===== src/rtl/fault_classifier_pkg.sv =====
package fault_classifier_pkg;
  localparam int OC_N       = 8;
  localparam int OC_IDLE    = 0;
  localparam int OC_MANY    = 1;
  localparam int OC_NOT_EMU = 2;
  localparam int OC_NOT_MAP = 3;
  localparam int OC_UNKNOWN = 4;
  localparam int OC_STACK   = 5;
  localparam int OC_PAGE    = 6;
  localparam int OC_WPROT   = 7;
  localparam int STK_OVF_BIT = 7;
  localparam int STK_UNF_BIT = 6;
  typedef logic [OC_N-1:0] outcome_t;
endpackage


===== src/rtl/fault_decode.sv =====
module fault_decode
  import fault_classifier_pkg::*;
#(
  parameter int CNT_W     = 4,
  parameter int SP_W      = 4,
  parameter int STK_LIMIT = 14
) (
  input  logic [CNT_W-1:0] cnt_i,
  input  logic             emu_i,
  input  logic             not_map_i,
  input  logic             wprot_i,
  input  logic             dirty_i,
  input  logic             store_i,
  input  logic [7:0]       stk_status_i,
  input  logic [SP_W-1:0]  stkp_cur_i,
  output outcome_t         oc_o
);
  localparam logic [SP_W-1:0] LIMIT = SP_W'(STK_LIMIT);

  logic cnt_ones, cnt_zero, stk_flag, sp_oob, is_wp;

  always_comb begin
    cnt_ones = &cnt_i;
    cnt_zero = ~|cnt_i;
    stk_flag = stk_status_i[STK_OVF_BIT] | stk_status_i[STK_UNF_BIT];
    sp_oob   = stkp_cur_i > LIMIT;
    is_wp    = wprot_i & ~dirty_i & store_i;
    oc_o     = '0;
    if (cnt_ones) begin
      if (stk_flag) oc_o[OC_STACK]   = 1'b1;
      else          oc_o[OC_UNKNOWN] = 1'b1;
    end else if (cnt_zero) begin
      oc_o[OC_MANY] = 1'b1;
    end else if (!emu_i) begin
      oc_o[OC_NOT_EMU] = 1'b1;
    end else if (not_map_i) begin
      oc_o[OC_NOT_MAP] = 1'b1;
    end else if (stk_flag || sp_oob) begin
      oc_o[OC_STACK] = 1'b1;
    end else if (is_wp) begin
      oc_o[OC_WPROT] = 1'b1;
    end else begin
      oc_o[OC_PAGE] = 1'b1;
    end
  end
endmodule


===== src/rtl/stkp_recover.sv =====
module stkp_recover #(
  parameter int SP_W      = 4,
  parameter int STK_LIMIT = 14
) (
  input  logic [SP_W-1:0] start_i,
  output logic [SP_W-1:0] fix_o
);
  localparam logic [SP_W-1:0] LIMIT = SP_W'(STK_LIMIT);

  always_comb begin
    if (start_i > LIMIT) fix_o = LIMIT;
    else                 fix_o = start_i;
  end
endmodule


===== src/rtl/fault_hold.sv =====
module fault_hold
  import fault_classifier_pkg::*;
#(
  parameter int DATA_W = 16,
  parameter int SP_W   = 4
) (
  input  logic                clk,
  input  logic                rst_n,
  input  logic                strobe_i,
  input  outcome_t            oc_i,
  input  logic [2*DATA_W-1:0] addr_i,
  input  logic [SP_W-1:0]     stkp_i,
  input  logic [DATA_W-1:0]   pc_i,
  input  logic [DATA_W-1:0]   data_i,
  output logic                valid_o,
  output outcome_t            oc_o,
  output logic [2*DATA_W-1:0] addr_o,
  output logic [SP_W-1:0]     stkp_o,
  output logic [DATA_W-1:0]   pc_o,
  output logic [DATA_W-1:0]   data_o
);
  logic en_oc, en_addr, en_stkp, en_cap;
  logic recoverable;

  always_comb begin
    recoverable = oc_i[OC_STACK] | oc_i[OC_PAGE] | oc_i[OC_WPROT];
    en_oc   = strobe_i;
    en_addr = strobe_i & (oc_i[OC_PAGE] | oc_i[OC_WPROT]);
    en_stkp = strobe_i & oc_i[OC_STACK];
    en_cap  = strobe_i & recoverable;
  end

  always_ff @(posedge clk or negedge rst_n) begin
    if (!rst_n) begin
      valid_o <= 1'b0;
      oc_o    <= outcome_t'(1) << OC_IDLE;
      addr_o  <= '0;
      stkp_o  <= '0;
      pc_o    <= '0;
      data_o  <= '0;
    end else begin
      valid_o <= strobe_i;
      if (en_oc)   oc_o   <= oc_i;
      if (en_addr) addr_o <= addr_i;
      if (en_stkp) stkp_o <= stkp_i;
      if (en_cap) begin
        pc_o   <= pc_i;
        data_o <= data_i;
      end
    end
  end
endmodule


===== src/rtl/fault_classifier.sv =====
module fault_classifier
  import fault_classifier_pkg::*;
#(
  parameter int CNT_W     = 4,
  parameter int DATA_W    = 16,
  parameter int SP_W      = 4,
  parameter int STK_LIMIT = 14,
  parameter int HI_KEEP   = 12
) (
  input  logic                clk,
  input  logic                rst_n,
  input  logic                classify_i,
  input  logic [CNT_W:0]      fault_info_i,
  input  logic [2:0]          err_status_i,
  input  logic [7:0]          stk_status_i,
  input  logic                store_ref_i,
  input  logic [DATA_W-1:0]   va_hi_i,
  input  logic [DATA_W-1:0]   va_lo_i,
  input  logic [SP_W-1:0]     stkp_cur_i,
  input  logic [SP_W-1:0]     stkp_start_i,
  input  logic [DATA_W-1:0]   emu_pc_n_i,
  input  logic [DATA_W-1:0]   store_data_i,
  output logic                valid_o,
  output logic [7:0]          outcome_o,
  output logic [2*DATA_W-1:0] fault_addr_o,
  output logic [SP_W-1:0]     stkp_fix_o,
  output logic [DATA_W-1:0]   saved_pc_o,
  output logic [DATA_W-1:0]   saved_data_o
);
  localparam logic [DATA_W-1:0] HI_MASK = {{(DATA_W-HI_KEEP){1'b0}}, {HI_KEEP{1'b1}}};

  logic [1:0]          rst_sync;
  logic                rst_core_n;
  outcome_t            oc_next;
  outcome_t            oc_q;
  logic [SP_W-1:0]     stkp_next;
  logic [2*DATA_W-1:0] addr_next;
  logic [DATA_W-1:0]   pc_next;

  // asynchronous assertion, synchronous release
  always_ff @(posedge clk or negedge rst_n) begin
    if (!rst_n) rst_sync <= 2'b00;
    else        rst_sync <= {rst_sync[0], 1'b1};
  end
  assign rst_core_n = rst_sync[1];

  always_comb begin
    addr_next = {va_hi_i & HI_MASK, va_lo_i};
    pc_next   = ~emu_pc_n_i;
  end

  fault_decode #(
    .CNT_W(CNT_W), .SP_W(SP_W), .STK_LIMIT(STK_LIMIT)
  ) u_decode (
    .cnt_i       (fault_info_i[CNT_W-1:0]),
    .emu_i       (fault_info_i[CNT_W]),
    .not_map_i   (err_status_i[0]),
    .wprot_i     (err_status_i[1]),
    .dirty_i     (err_status_i[2]),
    .store_i     (store_ref_i),
    .stk_status_i(stk_status_i),
    .stkp_cur_i  (stkp_cur_i),
    .oc_o        (oc_next)
  );

  stkp_recover #(
    .SP_W(SP_W), .STK_LIMIT(STK_LIMIT)
  ) u_recover (
    .start_i(stkp_start_i),
    .fix_o  (stkp_next)
  );

  fault_hold #(
    .DATA_W(DATA_W), .SP_W(SP_W)
  ) u_hold (
    .clk     (clk),
    .rst_n   (rst_core_n),
    .strobe_i(classify_i),
    .oc_i    (oc_next),
    .addr_i  (addr_next),
    .stkp_i  (stkp_next),
    .pc_i    (pc_next),
    .data_i  (store_data_i),
    .valid_o (valid_o),
    .oc_o    (oc_q),
    .addr_o  (fault_addr_o),
    .stkp_o  (stkp_fix_o),
    .pc_o    (saved_pc_o),
    .data_o  (saved_data_o)
  );

  assign outcome_o = oc_q;
endmodule


===== config.mk =====
export PLATFORM = sky130hd
export DESIGN_NAME = fault_classifier
export DESIGN_NICKNAME = d
export VERILOG_FILES = /design/src/rtl/fault_classifier_pkg.sv /design/src/rtl/fault_decode.sv /design/src/rtl/stkp_recover.sv /design/src/rtl/fault_hold.sv /design/src/rtl/fault_classifier.sv
export SDC_FILE = /design/constraint.sdc
export NUM_CORES = 1
export LEC_CHECK = 0
export BUFFER_PORTS_ARGS = -buffer_cell sky130_fd_sc_hd__buf_4
export CAP_MARGIN = 20
export CORE_UTILIZATION = 36
export DETAILED_ROUTE_END_ITERATION = 10
export PLACE_DENSITY = 0.67
export SYNTH_ARGS = -nofsm -noshare
export SYNTH_HDL_FRONTEND = slang
export SYNTH_SLANG_ARGS = --single-unit

===== constraint.sdc =====
create_clock -name clk -period 6.1 [get_ports clk]
set_input_delay 0.61 -clock clk [delete_from_list [all_inputs] [get_ports clk]]
set_output_delay 0.61 -clock clk [all_outputs]
set_load 0.005 [all_outputs]

* Word-level counts from Yosys, hierarchy flattened
Cells that the tools add are included.
W data, S select, Z words.
** Cells by class
- Order comparisons :: 2
- Multiplexer cells :: 19
- Bitwise logic cells :: 11
- Reductions and logical operators :: 3
** Operator list (number)
- $not A16 Y16 :: 1
- $mux W3 :: 4
- $mux W1 :: 11
- $gt A4 B4 Y1 const B :: 2
- $mux W2 :: 3
- $and A1 B1 Y1 :: 5
- $mux W4 :: 1
- $or A1 B1 Y1 :: 4
- $reduce_and A4 Y1 :: 1
- $reduce_or A4 Y1 :: 1
- $logic_or A1 B1 Y1 :: 1
- $not A1 Y1 :: 1
** Word-level totals
- Bits in registers :: 75
- Input port bits :: 92
- Output and inout bits :: 77
- Logic and storage cells :: 42

* Logic depth before layout (Yosys ltp)
- Depth after elaboration :: 12
- Depth in mapped cells :: 6
- Gate-level depth less buffers :: 4

* Hierarchy
Synthesis repeated with hierarchy kept, for this count alone.
** Second synthesis, totals
- Cell total of the unflattened synthesis :: 209
- Area, all modules :: 3128.0 um^2
** Modules (own cells, without submodules)
- fault_hold :: instances 1, cells an instance 164, area an instance 2871.5 um^2, sequential area each 1928.1 um^2
- fault_classifier :: instances 1, cells an instance 20, area an instance 117.6 um^2, sequential area each 50.0 um^2
- fault_decode :: instances 1, cells an instance 20, area an instance 117.6 um^2, sequential area each 0.0 um^2
- stkp_recover :: instances 1, cells an instance 5, area an instance 21.3 um^2, sequential area each 0.0 um^2

* Least setup slack after synthesis
Ideal clock, no wire load.
- Path kind :: in2reg
- Start :: input stk_status_i[6]
- End :: register u_hold.addr_o[10]
- Setup time :: 125 ps
- Arrival time :: 1911 ps
- Required time :: 5975 ps
- Setup slack :: 4064 ps
- Stages on the path :: 6
- Path buffers :: 2
- Path through :: or2_2 > a41o_1 > nor3_2 > buf_6 > buf_12 > mux2_4
** On the way
- Word-level cells in the longest chain between the ends :: 9
** Ends and longest elaborated chain
- from (decl) :: RTL line fault_classifier.sv:15 : input logic [7:0] stk_status_i,
- $or A1 B1 Y1 :: RTL line fault_decode.sv:25 : stk_flag = stk_status_i[STK_OVF_BIT] | stk_status_i[STK_UNF_BIT];
- $logic_or A1 B1 Y1 :: RTL line fault_decode.sv:38 : end else if (stk_flag || sp_oob) begin
- $mux W2 :: RTL line fault_decode.sv:38
- $mux W3 :: RTL line fault_decode.sv:36 : end else if (not_map_i) begin
- $mux W3 :: RTL line fault_decode.sv:34 : end else if (!emu_i) begin
- $mux W3 :: RTL line fault_decode.sv:32 : end else if (cnt_zero) begin
- $mux W2 :: RTL line fault_decode.sv:29 : if (cnt_ones) begin
- $or A1 B1 Y1 :: RTL line fault_hold.sv:28 : en_addr = strobe_i & (oc_i[OC_PAGE] | oc_i[OC_WPROT]);
- $and A1 B1 Y1 :: RTL line fault_hold.sv:28
- to (signal assigned) :: RTL line fault_hold.sv:44 : if (en_addr) addr_o <= addr_i;
- to (decl) :: RTL line fault_hold.sv:17 : output logic [2*DATA_W-1:0] addr_o,
Every way passes these cells.
A chain may end at the register's enable or synchronous reset.

* Final worst setup path
- Start :: input stk_status_i[6]
- End :: register u_hold.addr_o[0]
Same word-level chain as after synthesis.

==> impl_metrics.csv <==
group,metric,value,unit
timing,fin_crit,2.40,ns
place,dpl-instance-area,0.00423,mm²
layout,regArea,0.00188,mm²
job,maxCapViolations,0,
routing,drt_iter0_markers,51,
layout,fin_nets,451,
timing,fin_tns_setup,0,ns
power_and_ir_drop,p_clk_share,27.6,%
critical_path,cp_common_cell,"buf_4",
synthesis,synth_edf_count,0,
power_and_ir_drop,combPwrFrac,25.5,%
place,dp_hpwl,5.02,mm
place,gp_congestion,0.818,
critical_path,crit_arrival,2.61,ns
critical_path,critPathMaxStageDelay,0.52,ns
synthesis,ys_seq_area_share,63.0,%
critical_path,cp-end-kind,"flop",
routing,firstDrtPassIters,3,
floorplan,die_y,93.0,µm
timing,slew_headroom,49.0,%
routing,routed_wl,6.55,mm
grt,antenna_found_initial,0,
power_and_ir_drop,p_per_area,321,mW/mm²
critical_path,crit_type,"in -> reg",
cts,postCtsSetupBuffers,0,
synthesis,syn_inst,198,
grt,grt_pass1_wl,10.7,mm
floorplan,start_util,37.8,%
timing,skew,0.00707,ns
critical_path,path_cells,"buf_4 > or2_2 > a41o_1 > nor3_4 > buf_4 > mux2_2",
cts,post_cts_resized,0,
power_and_ir_drop,switchingPower,348,µW
grt,grt-ovfl-total,0,
cts,cts.sinks,75,
cts,path_clk_slew,0.07,ns
floorplan,rows,32,
floorplan,die_area,0.00865,mm²
routing,drt_drc_violations_left,0,
critical_path,timing.rr.start,"rst_sync[1]",
critical_path,cp_max_fo,21,
floorplan,ios,169,
cts,cts-buffers-inserted,9,
layout,area_delta_synth_final,49.0,%
min_path,hold_class,"in -> async",
cts,cts_htree_levels,3,
grt,grt_start_max_net_pins,40,
layout,drive_gt1_share,63.2,%
critical_path,startpoint_type,"input pin",
power_and_ir_drop,p_leak,0.00222,µW
critical_path,required,6.30,ns
layout,layout_commonest_cell,"buf_4",
routing,vias_per_cell,4.61,
cts,clockBufferDepth,2,
layout,multi_input_area,977,µm²
synthesis,yosysUniqueCellTypes,31,
power_and_ir_drop,internal-power,1080,µW
grt,first_global_vias,2208,
timing,fin_crit_sh,39.4,%
status,run_status,"finished, final reports clean",
power_and_ir_drop,p_sw_share,24.4,%
power_and_ir_drop,peakVddDrop,174,µV
synthesis,ys.flop_type,"dfrtp_1",
cts,cts_tree,"built",
place,place_inst,450,
critical_path,crit_slowest_cell,"nor3_4",
routing,detail-route-antenna-nets,0,
floorplan,coreArea,0.00789,mm²
floorplan,die_w,93.0,µm
layout,fin_area,0.00444,mm²
cts,clock-root-buffer,"clkbuf_8",
layout,layout.cells.most_common_list,"buf_4, dfrtp_1, mux2_2, inv_1, mux2i_1",
timing,rsz0062_at_grt,"false",
routing,dr_total_vias,2149,
synthesis,syn_area_per_cell,15.1,µm²
layout,fin_cells,466,
routing,wl_per_cell,14.1,µm
timing,final-hold-violation-count,0,
timing,tightest_slew,0.765,ns
synthesis,synth.cell_area,0.00298,mm²
synthesis,synth_warnings,0,
cts,clock_latency,0.32,ns
place,io_buffer_count,154,
layout,diodes,0,
synthesis,async_flop_share,100,%
timing,timing.fmax,416,MHz
timing,finalMaxSlewViolations,0,
cts,ctsHoldBuffers,0,
grt,gr-usage-all-layers,16.0,%
critical_path,crit_start,"stk_status_i[6]",
power_and_ir_drop,power_frac_seq,46.9,%
synthesis,synth-seq-cells,75,
layout,n_fill_cell,681,
timing,setup_viol,0,
[flip-flops by register name (all words and copies together) (netlist names)]
name	count
rst_sync	2
u_hold.addr_o	28
u_hold.data_o	16
u_hold.oc_o	8
u_hold.pc_o	16
u_hold.stkp_o	4
u_hold.valid_o	1
[layout make-up]
class / instances / share of cell area (%)
well taps: 102 / 2.87
clock buffers: 13 / 3.80
repair buffers: 157 / 26.5
flip-flops and latches: 75 / 42.3
inverters: 18 / 1.52
multi-input cells: 98 / 22.0
clock inverters: 3 / 1.01
[power groups by stage]
stage | Sequential, µW | Clock (µW) | Combinational [µW]
floorplan | 687 | 0 | 120
global placement | 675 | 0 | 364
detailed placement | 679 | 0 | 371
CTS | 671 | 409 | 372
global route | 686 | 434 | 396
finish | 668 | 393 | 364
[worst paths after layout]
kind	endpoint	slack, ns	cells past startpoint
min	rst_sync[1]	0.05	1
max in group asynchronous	u_hold.oc_o[0]	4.77	1
max	u_hold.addr_o[0]	3.70	6
min in group clk	rst_sync[1]	0.36	0
min reg2reg	u_hold.stkp_o[3]	0.35	0
max reg2reg	u_hold.oc_o[0]	4.77	1
[cell families after synthesis]
| group | after synthesis | synth area share, % |
|---|---|---|
| flops | 75 | 63.0 |
| mux | 65 | 25.0 |
| buf+inv | 28 | 5.08 |
| simple gates | 17 | 3.82 |
| compound gates | 11 | 2.89 |
| other cells | 2 | 0.252 |
[worst max-delay path, delay by kind of cell]
family	cells	cell delay, ns
compound gates	1	0.26
buf+inv	2	0.51
mux	1	0.38
simple gates	2	0.83
[synth_stat cells (2+ instances only)]
library cell / n / area share (%)
buf_4: 5 / 1.3
mux2_4: 9 / 4.5
dfrtp_1: 74 / 62
nor2_1: 2 / 0.25
inv_1: 18 / 2.3
conb_1: 2 / 0.25
mux2i_1: 16 / 5.4
nand2_1: 4 / 0.50
nor3_2: 2 / 0.67
buf_2: 3 / 0.50
mux2_2: 40 / 15
o21ai_0: 2 / 0.34
o2bb2ai_1: 2 / 0.59
nor2b_1: 2 / 0.42
[metal layers]
layer	share of wire, %	wire length, µm	global-route usage (%)
met5	0	0	0
met1	41	2660	19.8
met2	51	3340	26.8
met4	0.95	62	5.38
met3	7.5	489	4.55
[per-stage QoR]
stage	worst slack, ns	utilization (%)	hold slack, ns	total power, µW
2_1_floorplan	3.86	-	0.314	807
3_3_place_gp	3.40	53.6	0.337	1040
3_5_place_dp	3.33	53.6	0.345	1050
4_1_cts	3.68	56.3	0.0257	1450
6_report	3.70	56.3	0.0497	1430
5_1_grt	3.62	56.3	0.0139	1520
No activity file was read; power rests on OpenSTA's default activity.
